==> src/rtl/lfq_pkg.sv <==
package lfq_pkg;

   typedef enum logic [1:0] {
      ST_IDLE  = 2'd0,
      ST_FIRST = 2'd1,
      ST_FILL  = 2'd2,
      ST_SKIP  = 2'd3
   } lfq_state_e;

endpackage

==> src/rtl/lfq_ctl_regs.sv <==
module lfq_ctl_regs #(
   parameter bit CD_RST = 1'b1,
   parameter bit NW_RST = 1'b1
) (
   input  logic clk,
   input  logic rst_n,
   input  logic ctl_wr,
   input  logic cd_in,
   input  logic nw_in,
   output logic cd_q,
   output logic nw_q,
   output logic inval
);

   logic inval_q;

   // Control bits survive soft reset: only the hard reset touches them.
   always_ff @(posedge clk or negedge rst_n) begin
      if (!rst_n) begin
         cd_q <= CD_RST;
         nw_q <= NW_RST;
      end else if (ctl_wr) begin
         cd_q <= cd_in;
         nw_q <= nw_in;
      end
   end

   // Invalidate request: held through reset and for the first cycle after.
   always_ff @(posedge clk or negedge rst_n) begin
      if (!rst_n) inval_q <= 1'b1;
      else        inval_q <= 1'b0;
   end

   assign inval = inval_q;

endmodule

==> src/rtl/lfq_fsm.sv <==
module lfq_fsm
   import lfq_pkg::*;
#(
   parameter int BEATS = 4,
   localparam int IDX_W = (BEATS > 1) ? $clog2(BEATS) : 1
) (
   input  logic             clk,
   input  logic             rst_n,
   input  logic             soft_rst,
   input  logic             rd_start,
   input  logic             rdy,
   input  logic             brdy,
   input  logic             ken,
   input  logic             wbwt,
   input  logic             cd,
   input  logic             nw,
   output logic             we_en,
   output logic [IDX_W-1:0] beat_idx,
   output logic             line_alloc,
   output logic             line_wt
);

   localparam logic [IDX_W-1:0] LAST = IDX_W'(BEATS - 1);

   lfq_state_e       st_q;
   logic [IDX_W-1:0] cnt_q;
   logic             wt_pend_q;
   logic             alloc_q;
   logic             wt_q;
   logic             beat_ok;
   logic             first_cacheable;

   assign beat_ok         = brdy && !rdy;
   assign first_cacheable = ken && !cd;

   always_comb begin
      we_en = 1'b0;
      if (!soft_rst && beat_ok) begin
         unique case (st_q)
            ST_FIRST: we_en = first_cacheable;
            ST_FILL:  we_en = 1'b1;
            default:  we_en = 1'b0;
         endcase
      end
   end

   assign beat_idx = cnt_q;

   always_ff @(posedge clk or negedge rst_n) begin
      if (!rst_n) begin
         st_q      <= ST_IDLE;
         cnt_q     <= '0;
         wt_pend_q <= 1'b0;
         alloc_q   <= 1'b0;
         wt_q      <= 1'b0;
      end else begin
         alloc_q <= 1'b0;
         if (soft_rst) begin
            st_q  <= ST_IDLE;
            cnt_q <= '0;
         end else begin
            unique case (st_q)
               ST_IDLE: begin
                  cnt_q <= '0;
                  if (rd_start) st_q <= ST_FIRST;
               end
               ST_FIRST: begin
                  if (rdy) begin
                     st_q <= ST_IDLE;
                  end else if (brdy) begin
                     cnt_q     <= IDX_W'(1);
                     wt_pend_q <= !wbwt && !nw;
                     st_q      <= first_cacheable ? ST_FILL : ST_SKIP;
                  end
               end
               ST_FILL, ST_SKIP: begin
                  if (rdy) begin
                     st_q  <= ST_IDLE;
                     cnt_q <= '0;
                  end else if (brdy) begin
                     if (cnt_q == LAST) begin
                        st_q  <= ST_IDLE;
                        cnt_q <= '0;
                        if (st_q == ST_FILL) begin
                           alloc_q <= 1'b1;
                           wt_q    <= wt_pend_q;
                        end
                     end else begin
                        cnt_q <= cnt_q + IDX_W'(1);
                     end
                  end
               end
               default: st_q <= ST_IDLE;
            endcase
         end
      end
   end

   assign line_alloc = alloc_q;
   assign line_wt    = wt_q;

endmodule

==> src/rtl/lfq_strobe.sv <==
module lfq_strobe #(
   parameter int BEATS = 4,
   localparam int IDX_W = (BEATS > 1) ? $clog2(BEATS) : 1
) (
   input  logic             we_en,
   input  logic [IDX_W-1:0] beat_idx,
   output logic [BEATS-1:0] we_vec
);

   for (genvar i = 0; i < BEATS; i++) begin : g_lane
      assign we_vec[i] = we_en && (beat_idx == IDX_W'(i));
   end

endmodule

==> src/rtl/linefill_qual.sv <==
module linefill_qual #(
   parameter int BEATS  = 4,
   parameter bit CD_RST = 1'b1,
   parameter bit NW_RST = 1'b1
) (
   input  logic             clk,
   input  logic             rst_n,
   input  logic             soft_rst,
   input  logic             ctl_wr,
   input  logic             cd_in,
   input  logic             nw_in,
   input  logic             rd_start,
   input  logic             rdy,
   input  logic             brdy,
   input  logic             ken,
   input  logic             wbwt,
   input  logic             wr_hit,
   input  logic             wr_line_wt,
   output logic             cd_o,
   output logic             nw_o,
   output logic             inval,
   output logic [BEATS-1:0] fill_we_vec,
   output logic             line_alloc,
   output logic             line_wt,
   output logic             wr_bus
);

   localparam int IDX_W = (BEATS > 1) ? $clog2(BEATS) : 1;

   if (BEATS < 2 || (BEATS & (BEATS - 1)) != 0) begin : g_bad_beats
      $error("linefill_qual: BEATS must be a power of two, at least 2");
   end

   logic             we_en;
   logic [IDX_W-1:0] beat_idx;

   lfq_ctl_regs #(
      .CD_RST (CD_RST),
      .NW_RST (NW_RST)
   ) u_ctl (
      .clk    (clk),
      .rst_n  (rst_n),
      .ctl_wr (ctl_wr),
      .cd_in  (cd_in),
      .nw_in  (nw_in),
      .cd_q   (cd_o),
      .nw_q   (nw_o),
      .inval  (inval)
   );

   lfq_fsm #(
      .BEATS (BEATS)
   ) u_fsm (
      .clk        (clk),
      .rst_n      (rst_n),
      .soft_rst   (soft_rst),
      .rd_start   (rd_start),
      .rdy        (rdy),
      .brdy       (brdy),
      .ken        (ken),
      .wbwt       (wbwt),
      .cd         (cd_o),
      .nw         (nw_o),
      .we_en      (we_en),
      .beat_idx   (beat_idx),
      .line_alloc (line_alloc),
      .line_wt    (line_wt)
   );

   lfq_strobe #(
      .BEATS (BEATS)
   ) u_strobe (
      .we_en    (we_en),
      .beat_idx (beat_idx),
      .we_vec   (fill_we_vec)
   );

   // A write-through line never absorbs a store silently.
   assign wr_bus = !wr_hit || wr_line_wt;

endmodule

==> config.mk <==
export PLATFORM = sky130hd
export DESIGN_NAME = linefill_qual
export DESIGN_NICKNAME = d
export VERILOG_FILES = /design/src/rtl/lfq_pkg.sv /design/src/rtl/lfq_ctl_regs.sv /design/src/rtl/lfq_fsm.sv /design/src/rtl/lfq_strobe.sv /design/src/rtl/linefill_qual.sv
export SDC_FILE = /design/constraint.sdc
export NUM_CORES = 1
export LEC_CHECK = 0
export BUFFER_PORTS_ARGS = -buffer_cell sky130_fd_sc_hd__buf_2
export CORE_MARGIN = 10
export CORE_UTILIZATION = 38
export CTS_BUF_LIST = sky130_fd_sc_hd__clkbuf_16
export DETAILED_ROUTE_END_ITERATION = 10
export MAX_ROUTING_LAYER = met4
export PLACE_DENSITY = 0.64
export SYNTH_ARGS = -nofsm -noshare
export SYNTH_HDL_FRONTEND = slang
export SYNTH_SLANG_ARGS = --single-unit
==> constraint.sdc <==
create_clock -name clk -period 1.8 [get_ports clk]
set_input_delay 0.18 -clock clk [delete_from_list [all_inputs] [get_ports clk]]
set_output_delay 0.18 -clock clk [all_outputs]
set_load 0.02 [all_outputs]
==> run_results.csv <==
group,metric,value,unit
outcome,run_status,"finished clean",
worst_setup_path,timing.critical_path.to_type,"flip-flop",
die,placementRows,15,
cts,tritoncts,"built",
worst_setup_path,worst_path_largest_cell_delay,370,ps
logic_synthesis,synth_seq_cells,10,
place,routabilityCongestion,0.8559,
global_route,wire_length_of_the_first_global_routing_pass,2801,um
timing,final_cycle_share,94.25,%
logic_synthesis,yosys-top-cells-area,"sky130_fd_sc_hd__dfrtp_1 25%, sky130_fd_sc_hd__ha_1 18%, sky130_fd_sc_hd__dfstp_2 11%",
worst_setup_path,r2r_setup_slack,100,ps
layout,area_growth_syn_to_layout,37.79,%
timing,timing_max_transition_violations_final,0,
die,fp.dieH,62.67,um
timing,setup-tns-final,0,ps
layout,stdcell_area,953.4,um^2
cts,clockRootBuffer,"sky130_fd_sc_hd__clkbuf_16",
worst_setup_path,reg2regPathDepth,6,
hold_path,min_path_type,"in -> reg",
logic_synthesis,postSynth.topFlopCell,"sky130_fd_sc_hd__dfrtp_1",
hold_path,whs_path_depth,2,
logic_synthesis,yosysMostFrequentCell,"sky130_fd_sc_hd__ha_1",
timing,worst_skew,2.754,ps
cts,worstSkewPairLatency,230,ps
worst_setup_path,critical_path.slowest_cell,"sky130_fd_sc_hd__dfrtp_1",
logic_synthesis,synth.yosys.seq_area_share,36.71,%
hold_path,hold_end,"u_ctl.nw_q",
cts,worst_setup_hold_path_clk_slew,40,ps
power_and_ir_drop,p_leak,0.0004733,uW
place,port_buffer_count,22,
worst_setup_path,timing.critical_path.fanout_max,4,
timing,rsz0062_at_grt,"false",
die,die-width,62.67,um
logic_synthesis,synthTopCellsByCount,"10 x sky130_fd_sc_hd__ha_1, 7 x sky130_fd_sc_hd__dfrtp_1, 6 x sky130_fd_sc_hd__a21oi_1",
logic_synthesis,synth.top_cell.area_share,25.32,%
layout,insertedDiodeCount,0,
logic_synthesis,synth_edf_count,0,
job,max_cap_violation_count,0,
hold_path,min_from,"nw_in",
timing,period_needed,1697,ps
die,number_of_placed_i_o_pins,23,
drt,totalWireLength,1601,um
cts,cts-buffers-inserted,3,
global_route,first_global_vias,644,
timing,max_fclk,589.4,MHz
timing,timing_hold_violations_final,0,
logic_synthesis,synth_largest_area_cell,"sky130_fd_sc_hd__dfrtp_1",
global_route,grt-ovfl-total,0,
cts,clockBufferDepth,2,
drt,drt-initial-drc-count,6,
drt,post_drt_wl_per_cell,13.34,um
worst_setup_path,cp_cell_sequence,"buf_4 > ha_1 > or2_4 > a32oi_4 > a21oi_1 > a41o_1",
die,fp.coreArea,1727,um^2
worst_setup_path,arrival,1810,ps
die,fp.dieArea,3928,um^2
power_and_ir_drop,power_per_cell_area,854.6,nW/um^2
place,dpl_cell_area,840.8,um^2
drt,drt-pass1-iter-count,2,
logic_synthesis,ys_warn_count,0,
logic_synthesis,syn-cell-area,691.9,um^2
logic_synthesis,syn-instance-count,65,
worst_setup_path,worst_ep_required_time,1910,ps
drt,routed_via_density,4.725,
worst_setup_path,worst_flop_to_flop_path_startpoint,"u_fsm.st_q[1]",
drt,post-route-drc-count,0,
global_route,grt_start_max_net_pins,11,
timing,finalSetupViolCount,0,
worst_setup_path,setup.worst_path.class,"reg -> reg",
drt,via_count,567,
power_and_ir_drop,worst_ir_drop_vdd,0.0005358,V
cts,h_tree_level_count,1,
logic_synthesis,ys_async_sr_fraction,100.0,%
drt,drt.antenna.violating_nets,0,
worst_setup_path,worst_setup_path_start_kind,"flip-flop",
layout,drive_gt1_share,45.26,%
place,dp_hpwl,1307,um
worst_setup_path,timing.rr.end,"u_fsm.st_q[1]",
cts,clock_sinks,10,
die,initial_core_utilization,40.07,%
logic_synthesis,post_synthesis_net_count,88,
logic_synthesis,avgSynthCellArea,10.64,um^2
global_route,antenna_found_initial,0,
global_route,gr-usage-all-layers,8.850,%
logic_synthesis,count_of_cell_types_in_the_netlist,25,
layout,number_of_nets_in_the_layout,119,
==> worst max-delay path, delay by kind of cell (launching register included) <==
family	cells	cell delay [ps]
AOI/OAI and AO/OA	3	570
DFF	1	370
and+or+nand+nor	1	270
adders and majority gates	1	210
buffers and inverters	1	150
==> flip-flops by register name, summed over array words and instances, names as in the netlist <==
name              cells
u_fsm.wt_pend_q       1
u_fsm.beat_idx        2
u_ctl.inval           1
u_fsm.st_q            2
u_ctl.nw_q            1
u_fsm.line_alloc      1
u_fsm.line_wt         1
u_ctl.cd_q            1
==> cells in the final DEF, fill, tap and decap left out, types with 4 or more instances in the layout <==
cell type	Yosys	routed
sky130_fd_sc_hd__ha_1	10	10
sky130_fd_sc_hd__buf_2	0	22
sky130_fd_sc_hd__a21oi_1	6	6
sky130_fd_sc_hd__mux2_2	4	4
sky130_fd_sc_hd__and2_1	4	4
sky130_fd_sc_hd__dfrtp_1	7	7
sky130_fd_sc_hd__inv_1	5	5
==> logic make-up after synthesis <==
logic type | synth area share, %
DFF | 36.71
muxes | 8.679
other | 0.5420
AOI/OAI and AO/OA | 14.11
buffers and inverters | 2.713
and+or+nand+nor | 19.17
adders and majority gates | 18.08
==> final cells by class <==
| class | instances | area (um^2) |
|---|---|---|
| multi-input cells | 50 | 427.9 |
| inverters | 5 | 18.77 |
| clock buffers | 3 | 75.07 |
| clock inverters | 1 | 3.754 |
| fillers | 168 | 773.2 |
| flip-flops and latches | 10 | 254.0 |
| repair buffers | 26 | 142.6 |
| well taps | 25 | 31.28 |
==> routing by layer <==
metal  track usage [%]  vias up  wire [um]  part of all wire [%]
li1                  -      282          -                     -
met5                 -        -          0                     0
met1             7.943      271        602                    38
met4             3.352        0         24                   1.5
met2             16.28       12        888                    55
met3             3.584        2         86                   5.4
==> power by group <==
group / leakage (uW) / internal (uW) / total, uW / switching (uW)
Sequential: 0.000126 / 251 / 266 / 15.2
Combinational: 0.000309 / 75.2 / 159 / 84.0
Clock: 0.0000385 / 291 / 389 / 98.6
==> metrics by stage <==
stage                     cells  setup WS (ps)  util, %  total power [uW]  hold slack (ps)
final                       120          103.5    55.22             814.8            179.5
after floorplan              65          208.1        -             361.8           -115.6
after CTS                   119          25.28    54.42             818.8            177.0
after global routing        120          3.137    55.22             865.2            187.4
after global placement      113          71.50    48.70             414.3            50.03
after detailed placement    113          72.15    48.70             416.7            51.74
==> how the worst max path moves through the flow <==
stage / from / slack [ps] / end
after floorplan: u_fsm.st_q[0] / 210 / u_fsm.st_q[1]
after global routing: u_fsm.st_q[1] / 3 / fill_we_vec[2]
final: u_fsm.st_q[1] / 100 / u_fsm.st_q[1]
after global placement: u_fsm.st_q[0] / 70 / u_fsm.st_q[1]
after CTS: u_fsm.st_q[1] / 30 / fill_we_vec[2]
after detailed placement: u_fsm.st_q[0] / 70 / u_fsm.st_q[1]
==> repair_timing <==
| action | CTS | global route |
|---|---|---|
| endpoints found under the hold margin | 7 | 0 |
| pin swaps | 0 | 1 |
| gates cloned | 0 | 0 |
| setup endpoints to repair | 4 | 5 |
| gates resized for setup | 1 | 1 |
| setup buffers | 1 | 1 |
| hold buffers | 1 | 0 |
Note: power is estimated with default switching activity, not from simulation.
